File: src/rtl/glitch_pkg.sv
package glitch_pkg;

    typedef enum logic [2:0] {
        ST_IDLE   = 3'd0,
        ST_ARMED  = 3'd1,
        ST_DELAY  = 3'd2,
        ST_GLITCH = 3'd3,
        ST_DONE   = 3'd4
    } gl_state_t;

endpackage

File: src/rtl/gl_edge_sync.sv
module gl_edge_sync #(
    parameter int STAGES = 2
) (
    input  logic clk,
    input  logic rst_n,
    input  logic sig_i,
    input  logic fall_sel_i,
    output logic edge_o
);

    logic [STAGES-1:0] chain_q;
    logic              prev_q;
    logic              cur;

    for (genvar i = 0; i < STAGES; i++) begin : g_stage
        if (i == 0) begin : g_first
            always_ff @(posedge clk or negedge rst_n) begin
                if (!rst_n) chain_q[0] <= 1'b0;
                else        chain_q[0] <= sig_i;
            end
        end else begin : g_next
            always_ff @(posedge clk or negedge rst_n) begin
                if (!rst_n) chain_q[i] <= 1'b0;
                else        chain_q[i] <= chain_q[i-1];
            end
        end
    end

    assign cur = chain_q[STAGES-1];

    always_ff @(posedge clk or negedge rst_n) begin
        if (!rst_n) prev_q <= 1'b0;
        else        prev_q <= cur;
    end

    always_comb begin
        if (fall_sel_i) edge_o = prev_q & ~cur;
        else            edge_o = cur & ~prev_q;
    end

endmodule

File: src/rtl/gl_down_counter.sv
module gl_down_counter #(
    parameter int W = 16
) (
    input  logic         clk,
    input  logic         rst_n,
    input  logic         load_i,
    input  logic [W-1:0] load_val_i,
    input  logic         dec_i,
    output logic [W-1:0] cnt_o,
    output logic         last_o
);

    localparam logic [W-1:0] ONE = W'(1);

    always_ff @(posedge clk or negedge rst_n) begin
        if (!rst_n)      cnt_o <= '0;
        else if (load_i) cnt_o <= load_val_i;
        else if (dec_i)  cnt_o <= cnt_o - ONE;
    end

    assign last_o = (cnt_o == ONE);

    // a decrement never wraps below zero
    p_no_underflow_r4: assert property (@(posedge clk) disable iff (!rst_n)
        (dec_i && !load_i) |-> (cnt_o != '0));

endmodule

File: src/rtl/glitch_pulse_gen.sv
module glitch_pulse_gen
    import glitch_pkg::*;
#(
    parameter int CNT_W       = 8,
    parameter int DLY_W       = 16,
    parameter int WID_W       = 16,
    parameter int SYNC_STAGES = 2
) (
    input  logic             clk,
    input  logic             rst_n,
    input  logic             abort_i,
    input  logic             arm_i,
    input  logic             trig_i,
    input  logic             cfg_trig_fall_i,
    input  logic             cfg_glitch_low_i,
    input  logic [CNT_W-1:0] cfg_edge_count_i,
    input  logic [DLY_W-1:0] cfg_delay_i,
    input  logic [WID_W-1:0] cfg_width_i,
    output logic             glitch_o,
    output logic             busy_o,
    output logic             done_o
);

    localparam int TMR_W = (DLY_W > WID_W) ? DLY_W : WID_W;

    gl_state_t         state_q, state_nx;
    logic [DLY_W-1:0]  cap_delay_q;
    logic [WID_W-1:0]  cap_width_q;
    logic              cap_fall_q;
    logic              pol_low_q;
    logic              trig_edge;
    logic              arm_go;
    logic [CNT_W-1:0]  edge_load_val;
    logic              edge_dec;
    logic [CNT_W-1:0]  edge_left;
    logic              edge_last;
    logic              tmr_load;
    logic [TMR_W-1:0]  tmr_load_val;
    logic              tmr_dec;
    logic [TMR_W-1:0]  tmr_cnt;
    logic              tmr_last;
    logic              in_run;

    // ---------------- trigger synchronizer and edge select
    gl_edge_sync #(.STAGES(SYNC_STAGES)) u_sync (
        .clk        (clk),
        .rst_n      (rst_n),
        .sig_i      (trig_i),
        .fall_sel_i (cap_fall_q),
        .edge_o     (trig_edge)
    );

    // ---------------- arm acceptance and capture
    assign arm_go = arm_i && !abort_i &&
                    (state_q == ST_IDLE || state_q == ST_DONE);
    assign in_run = (state_q == ST_ARMED) || (state_q == ST_DELAY) ||
                    (state_q == ST_GLITCH);

    always_ff @(posedge clk or negedge rst_n) begin
        if (!rst_n) begin
            cap_delay_q <= '0;
            cap_width_q <= '0;
            cap_fall_q  <= 1'b0;
        end else if (arm_go) begin
            cap_delay_q <= cfg_delay_i;
            cap_width_q <= cfg_width_i;
            cap_fall_q  <= cfg_trig_fall_i;
        end
    end

    // idle level tracks the setting whenever no run is in progress
    always_ff @(posedge clk or negedge rst_n) begin
        if (!rst_n)       pol_low_q <= 1'b0;
        else if (!in_run) pol_low_q <= cfg_glitch_low_i;
    end

    // ---------------- edge counter
    assign edge_load_val = (cfg_edge_count_i == '0) ? CNT_W'(1) : cfg_edge_count_i;
    assign edge_dec      = (state_q == ST_ARMED) && trig_edge && !abort_i;

    gl_down_counter #(.W(CNT_W)) u_edge_cnt (
        .clk        (clk),
        .rst_n      (rst_n),
        .load_i     (arm_go),
        .load_val_i (edge_load_val),
        .dec_i      (edge_dec),
        .cnt_o      (edge_left),
        .last_o     (edge_last)
    );

    // ---------------- delay / width timer
    always_comb begin
        tmr_load     = 1'b0;
        tmr_load_val = '0;
        if (state_nx == ST_DELAY && state_q != ST_DELAY) begin
            tmr_load     = 1'b1;
            tmr_load_val = TMR_W'(cap_delay_q);
        end else if (state_nx == ST_GLITCH && state_q != ST_GLITCH) begin
            tmr_load     = 1'b1;
            tmr_load_val = TMR_W'(cap_width_q);
        end
    end

    assign tmr_dec = (state_q == ST_DELAY) || (state_q == ST_GLITCH);

    gl_down_counter #(.W(TMR_W)) u_timer (
        .clk        (clk),
        .rst_n      (rst_n),
        .load_i     (tmr_load),
        .load_val_i (tmr_load_val),
        .dec_i      (tmr_dec),
        .cnt_o      (tmr_cnt),
        .last_o     (tmr_last)
    );

    // ---------------- state register
    always_ff @(posedge clk or negedge rst_n) begin
        if (!rst_n) state_q <= ST_IDLE;
        else        state_q <= state_nx;
    end

    // ---------------- next-state logic
    always_comb begin
        state_nx = state_q;
        if (abort_i) begin
            state_nx = ST_IDLE;
        end else begin
            unique case (state_q)
                ST_IDLE, ST_DONE: begin
                    if (arm_i) state_nx = ST_ARMED;
                end
                ST_ARMED: begin
                    if (trig_edge && edge_last) begin
                        if (cap_delay_q != '0)      state_nx = ST_DELAY;
                        else if (cap_width_q != '0) state_nx = ST_GLITCH;
                        else                        state_nx = ST_DONE;
                    end
                end
                ST_DELAY: begin
                    if (tmr_last) begin
                        if (cap_width_q != '0) state_nx = ST_GLITCH;
                        else                   state_nx = ST_DONE;
                    end
                end
                ST_GLITCH: begin
                    if (tmr_last) state_nx = ST_DONE;
                end
                default: state_nx = ST_IDLE;
            endcase
        end
    end

    // ---------------- outputs
    always_comb begin
        glitch_o = pol_low_q;
        busy_o   = 1'b0;
        done_o   = 1'b0;
        unique case (state_q)
            ST_IDLE:   ;
            ST_ARMED:  busy_o = 1'b1;
            ST_DELAY:  busy_o = 1'b1;
            ST_GLITCH: begin
                busy_o   = 1'b1;
                glitch_o = ~pol_low_q;
            end
            ST_DONE:   done_o = 1'b1;
            default:   ;
        endcase
    end

    // ---------------- assertions
    p_flags_exclusive_r9: assert property (@(posedge clk) disable iff (!rst_n)
        !(busy_o && done_o));

    p_abort_idle_r8: assert property (@(posedge clk) disable iff (!rst_n)
        abort_i |=> (!busy_o && !done_o && glitch_o == pol_low_q));

    p_capture_frozen_r6: assert property (@(posedge clk) disable iff (!rst_n)
        (busy_o && !abort_i) |=> ($stable(cap_delay_q) && $stable(cap_width_q) &&
                                  $stable(cap_fall_q)));

    p_polarity_frozen_r5: assert property (@(posedge clk) disable iff (!rst_n)
        busy_o |=> $stable(pol_low_q));

    p_glitch_entry_r3: assert property (@(posedge clk) disable iff (!rst_n)
        $rose(state_q == ST_GLITCH) |->
            ($past(state_q) == ST_ARMED || $past(state_q) == ST_DELAY));

    p_done_hold_r7: assert property (@(posedge clk) disable iff (!rst_n)
        (done_o && !arm_i && !abort_i) |=> done_o);

    p_edges_left_r2: assert property (@(posedge clk) disable iff (!rst_n)
        (state_q == ST_ARMED) |-> (edge_left != '0));

    p_timer_live_r4: assert property (@(posedge clk) disable iff (!rst_n)
        (state_q == ST_GLITCH) |-> (tmr_cnt != '0));

endmodule

File: config.mk
export PLATFORM = sky130hd
export DESIGN_NAME = glitch_pulse_gen
export DESIGN_NICKNAME = d
export VERILOG_FILES = /design/src/rtl/glitch_pkg.sv /design/src/rtl/gl_edge_sync.sv /design/src/rtl/gl_down_counter.sv /design/src/rtl/glitch_pulse_gen.sv
export SDC_FILE = /design/constraint.sdc
export NUM_CORES = 1
export LEC_CHECK = 0
export BUFFER_PORTS_ARGS = -buffer_cell sky130_fd_sc_hd__buf_2
export CAP_MARGIN = 10
export CORE_MARGIN = 3
export CORE_UTILIZATION = 50
export CTS_CLUSTER_DIAMETER = 150
export DETAILED_ROUTE_END_ITERATION = 8
export PLACE_DENSITY = 0.77
export SETUP_SLACK_MARGIN = 0.02
export SLEW_MARGIN = 30
export SYNTH_ARGS = -nofsm -noshare
export SYNTH_HDL_FRONTEND = slang
export SYNTH_HIERARCHICAL = 1
export SYNTH_SLANG_ARGS = --single-unit
File: constraint.sdc
create_clock -name clk -period 5 [get_ports clk]
set_clock_uncertainty 0.1 [all_clocks]
set_input_delay 0.5 -clock clk [delete_from_list [all_inputs] [get_ports clk]]
set_output_delay 0.5 -clock clk [all_outputs]
set_load 0.02 [all_outputs]
* After elaboration in Yosys (flattened, before gate mapping)
Index checks and enable logic that the tools add are counted.
Word-level totals: logic and storage cells 68, bits in writable memories 0, bits of input ports 47, output and inout bits 3, bits in read-only memories 0, bits in registers 64, latch bits 0, memories 0
Cells by class: divide/modulo/power cells 0, muxes and demuxes 21, reductions and logical operators 20, shifts and indexed selects 0, equality and inequality tests 10, bitwise operators 5, $add $sub $neg 2, magnitude comparators 0, $mul 0
Operator list (number):
- two-way mux 16 bit | 4
- nonzero test 16 bit | 2
- two-way mux 8 bit | 3
- two-way mux 3 bit | 7
- equality test 16 x 1 -> 1 bit, second input constant | 1
- subtractor 16 x 1 -> 16 bit, second input constant | 1
- equality test 3 x 2 -> 1 bit, second input constant | 4
- case mux 3 bit (4 select lines) | 1
- equality test 8 x 1 -> 1 bit, second input constant | 1
- zero test 8 bit | 1
- subtractor 8 x 1 -> 8 bit, second input constant | 1
- logical AND 1 bit | 7
- two-way mux 1 bit | 6
- inequality test 3 x 2 -> 1 bit, second input constant | 2
- logical OR 1 bit | 4
- nonzero test 2 bit | 2
- equality test 3 x 1 -> 1 bit, second input constant | 1
- equality test 3 bit, second input constant | 1
- zero test 3 bit | 1
- inverter 1 bit | 3
- OR reduction 3 bit | 1
- bitwise AND 1 bit | 2
- OR reduction 2 bit | 1
- zero test 1 bit | 1

* Logic depth before layout (Yosys ltp)
depth in word-level cells 12, depth in mapped cells 13, gate-level depth less buffers 10

* By module
Netlist, hierarchy kept.
By module, submodules not included:
- glitch_pulse_gen | seq. area each 925.9 um2, times used 1, area each 2000.7 um2, cells each 176
- gl_down_counter at u_timer | seq. area each 400.4 um2, times used 1, area each 920.9 um2, cells each 101
- gl_down_counter at u_edge_cnt | seq. area each 200.2 um2, times used 1, area each 460.4 um2, cells each 50
- gl_edge_sync | seq. area each 75.1 um2, times used 1, area each 97.6 um2, cells each 6

* Least setup slack after synthesis
Ideal clock, no wire load.
path type reg-to-reg, start register u_timer.cnt_o[4], end register u_timer.cnt_o[10], clock period less this slack 3.419 ns, slack 1.581 ns, cell stages (with the launch flop) 14, path buffers 4, arrival time 3.236 ns, data required time 4.817 ns, setup time 0.083 ns, cell sequence dfrtp_1 or3_1 buf_2 or4_4 nor4_1 nand2_1 o21ai_0 a21oi_1 a21oi_1 clkbuf_1 clkbuf_1 clkbuf_1 nand2_1 o21ai_0
Between the ends: longest elaborated chain between the ends 9, elaborated cells on any way between the ends 17, classes of those cells add/sub: 1; eq/ne: 3; mux: 10; reduce/logical: 3
Ends and longest elaborated chain:
- start: declaration | line gl_down_counter.sv:9 | output logic [W-1:0] cnt_o,
- start signal: assignment | line gl_down_counter.sv:17 | else if (load_i) cnt_o <= load_val_i;
- start signal: assignment | line gl_down_counter.sv:18 | else if (dec_i) cnt_o <= cnt_o - ONE;
- equality test 16 x 1 -> 1 bit (*) | line gl_down_counter.sv:21 | assign last_o = (cnt_o == ONE);
- named net tmr_last | line glitch_pulse_gen.sv:41 | logic tmr_last;
- two-way mux 3 bit, on equally long branches | line glitch_pulse_gen.sv:146, glitch_pulse_gen.sv:140
- case mux 3 bit (4 select lines) (*) | line glitch_pulse_gen.sv:128 | unique case (state_q)
- two-way mux 3 bit (*) | line glitch_pulse_gen.sv:125 | if (abort_i) begin
- equality test 3 x 2 -> 1 bit | line glitch_pulse_gen.sv:98 | end else if (state_nx == ST_GLITCH && state_q != ST_GLITCH) begin
- logical AND 1 bit | line glitch_pulse_gen.sv:98
- two-way mux 1 bit | line glitch_pulse_gen.sv:98
- two-way mux 1 bit (*) | line glitch_pulse_gen.sv:95 | if (state_nx == ST_DELAY && state_q != ST_DELAY) begin
- named net tmr_load | line glitch_pulse_gen.sv:37 | logic tmr_load;
- two-way mux 16 bit / nonzero test 2 bit (equally long branches)
Mark *: on every way through the listed nets, which the timed path passes. The rest lies on a longest branch. The select of a mux whose other input is x is not followed. A chain may end at the register's enable or synchronous reset.

* Final worst setup path
start register u_edge_cnt.cnt_o[2], end register u_timer.cnt_o[9]
Between the ends: longest elaborated chain between the ends 10, elaborated cells on any way between the ends 15, classes of those cells eq/ne: 3; mux: 8; reduce/logical: 4
Ends and longest elaborated chain:
- start: declaration | line gl_down_counter.sv:9
- start signal: assignment | line gl_down_counter.sv:17
- start signal: assignment | line gl_down_counter.sv:18
- equality test 8 x 1 -> 1 bit (*) | line gl_down_counter.sv:21
- named net edge_last | line glitch_pulse_gen.sv:36 | logic edge_last;
- logical AND 1 bit (*) | line glitch_pulse_gen.sv:133 | if (trig_edge && edge_last) begin
- two-way mux 3 bit (*) | line glitch_pulse_gen.sv:133
- case mux 3 bit (4 select lines) (*) | line glitch_pulse_gen.sv:128
- two-way mux 3 bit (*) | line glitch_pulse_gen.sv:125
- equality test 3 x 2 -> 1 bit | line glitch_pulse_gen.sv:98
- logical AND 1 bit | line glitch_pulse_gen.sv:98
- two-way mux 1 bit | line glitch_pulse_gen.sv:98
- two-way mux 1 bit (*) | line glitch_pulse_gen.sv:95
- named net tmr_load | line glitch_pulse_gen.sv:37
- two-way mux 16 bit / nonzero test 2 bit (equally long branches)
Mark *: on every way through the listed nets, which the timed path passes. The rest lies on a longest branch.

==> flow_summary.ini <==
[die]
core-area_um2 = 6530
pin_count = 50
die_w_um = 89.4
die_h_um = 89.4
row_count = 29
start_util_pct = 53.3
die-area_um2 = 8000

[pwr]
internal-power_mw = 1.04
powerDensity_nw_per_um2 = 383
switching_share_pct = 31.6
fin_total_pwr_mw = 1.51
p_seq_share_pct = 51.1
p_leak_nw = 1.56
p_sw_mw = 0.478
p_comb_share_pct = 20.0
p_clk_share_pct = 28.9
ir_drop_uv = 256

[timing]
rsz0062_at_grt = no
slew_headroom_pct = 47.5
worst_slew_pin_slew_ns = 0.788
fin_crit_ns = 3.86
fin_crit_sh_pct = 77.2
hold_ws_ns = 0.161
slew_viol_final = 0
hold_viol = 0
fmax_mhz = 259
fin_ws_ns = 1.14
setup_viol = 0
totalNegativeSetupSlack_ns = 0

[synthesis]
netlist_area_um2 = 3480
synth_top_cell_by_area = dfrtp_1
syn_inst = 333
synth-async-reset-ratio_pct = 100
synth_edf_count = 0
synth_top_area_share_pct = 46.0
synth.area.top_cells = dfrtp_1 (46%), mux2_2 (11%), a22oi_1 (3.5%), nand2_1 (3.3%), o21ai_0 (3.2%)
synth.distinct_cells = 54
synth.most_common_cell = dfrtp_1
yosysWarnings = 6
avgSynthCellArea_um2 = 10.4
seq_area_frac_synth_pct = 46.0
synth_nets = 384
synth_common_cells = dfrtp_1 (64), mux2_2 (34), nand2_1 (31)
synthFlopType = dfrtp_1
synth_seq_cells = 64

[global_routing]
grt_overflow = 0
grt_max_degree = 65
antenna_found_initial = 0
grt_pass1_wl_um = 12100
grtUsageTotal_pct = 20.0
grt_pass1_vias = 2522

[clock_tree]
insertion_delay_ns = 0.35
cts_resized = 0
post_cts_buffers = 0
cts.clk_slew.worst_paths_ns = 0.07
clockRootBuffer = clkbuf_8
cts_hold_buf = 0
cts_buffer_depth = 2
cts_tree = built
cts_buffers = 9
ctsHtreeMaxLevel = 3
clock_sinks = 64

[route]
top_layer = met4
vias = 2623
remaining_drc_errors = 0
via_per_inst = 5.78
wl_um = 7330
firstDrtPassIters = 5
wl_met1_um = 3540
wl_met2_um = 3330
antenna_left = 0
wl_met3_um = 308
drt_iter0_markers = 202
avgRoutedWirePerCell_um = 16.1

[worst_setup_path]
r2r_slack_ns = 1.14
critPathArrivalTime_ns = 3.99
crit_start = u_edge_cnt/cnt_o[2]
cp_max_fo = 35
r2r_end = u_timer/cnt_o[9]
cp-start-kind = register
cp.required_ns = 5.13
worstSetupPathType = reg -> reg
worstRegToRegCells = 9
reg2reg_from = u_edge_cnt/cnt_o[2]
end_kind = register

[worst_hold_path]
min_to = u_sync/chain_q[0]
holdCritStartpoint = trig_i
min_path_type = in -> reg
whs_path_depth = 1

[cells_and_area]
antenna_cells = 0
syn_to_final_growth_pct = 13.4
n_fill_cell = 564
drive_gt1_share_pct = 34.7
final_cells = 454
final_nets = 423

[placed_design]
placement.setup.worst_slack_ns = 1.20
port_buffers = 49
dpl.hpwl_um = 5380
gp_congestion = 0.807
dpl.cell_count = 438

[run]
maxCapViolations = 0

[run_status]
status = finished clean
==> placed cells by master (no fill, tap or decap), types with 3 or more instances in the layout <==
| master | count |
|---|---|
| a21oi_1 | 5 |
| a221o_1 | 3 |
| a22oi_1 | 16 |
| buf_2 | 49 |
| clkbuf_8 | 9 |
| clkinvlp_4 | 3 |
| dfrtp_1 | 64 |
| ha_1 | 4 |
| inv_1 | 7 |
| mux2_2 | 34 |
| nand2_1 | 31 |
| nand2b_1 | 3 |
| nand3_1 | 3 |
| nor2_1 | 19 |
| nor2_2 | 9 |
| nor2b_1 | 5 |
| nor3_1 | 7 |
| nor3b_1 | 4 |
| nor4_1 | 11 |
| nor4_2 | 4 |
| o211ai_1 | 3 |
| o21ai_0 | 22 |
| or4_1 | 5 |
| xnor2_1 | 10 |
| xor2_1 | 5 |
==> worst max-delay path, stage by stage, from the launching register on <==
cell	delay [ns]
dfrtp_1	0.43
or4_4	0.55
nor4b_1	0.37
nand2_1	0.20
a21oi_1	0.19
o21a_1	0.50
o21ai_0	0.30
a21oi_4	0.64
nor2b_1	0.12
a221o_1	0.34
==> logic make-up after synthesis <==
logic type | Yosys count | share of synthesized area (%)
AO/OA/AOI/OAI | 64 | 13.1
flip-flops | 64 | 46.0
adder cells (fa/ha/maj) | 4 | 1.44
XOR/XNOR | 15 | 3.78
multiplexers | 34 | 11.0
buffers and inverters | 31 | 4.35
AND/OR/NAND/NOR | 121 | 20.4
==> power by group through the flow <==
stage	sequential, mW	clock, mW	combinational [mW]
finish	0.773	0.438	0.302
global route	0.795	0.466	0.336
CTS	0.772	0.445	0.303
detailed placement	0.782	0	0.300
global placement	0.770	0	0.288
floorplan	0.741	0	0.234
==> sequential cells by signal, indices dropped and copies added, names as in the netlist <==
register,count
cap_width_q,16
cap_fall_q,1
u_timer/cnt_o,16
cap_delay_q,16
u_sync/chain_q,1
state_q,3
u_edge_cnt/cnt_o,8
u_sync/cur,1
u_sync/prev_q,1
pol_low_q,1
==> layout make-up <==
type                    instances  area, um2  area share, %
clock inverters                 7       71.3           1.81
clock buffers                   9        124           3.14
inverters                       8       30.0          0.761
repair buffers                 51        280           7.10
well taps                      77       96.3           2.44
multi-input cells             238       1740           44.2
flip-flops and latches         64       1600           40.6
==> metal layers <==
layer	up-vias	global-route usage [%]
li1	1281	-
met1	1268	29.0
met2	61	29.1
met3	13	3.69
met4	0	9.47
met5	-	0
==> how the worst max path moves through the flow <==
stage / endpoint / slack [ns]
4_1_cts: u_timer/cnt_o[13] / 1.20
5_1_grt: u_timer/cnt_o[13] / 0.81
6_report: u_timer/cnt_o[9] / 1.14
3_3_place_gp: u_timer/cnt_o[13] / 1.10
3_5_place_dp: u_timer/cnt_o[13] / 1.20
2_1_floorplan: u_timer/cnt_o[10] / 1.58
==> through the flow <==
stage | util [%] | cell area [um2]
finish | 60.4 | 3950
CTS | 60.4 | 3950
detailed placement | 57.4 | 3750
global route | 60.4 | 3950
global placement | 56.9 | 3720
floorplan | - | 3480
No activity file was read; power rests on OpenSTA's default activity.
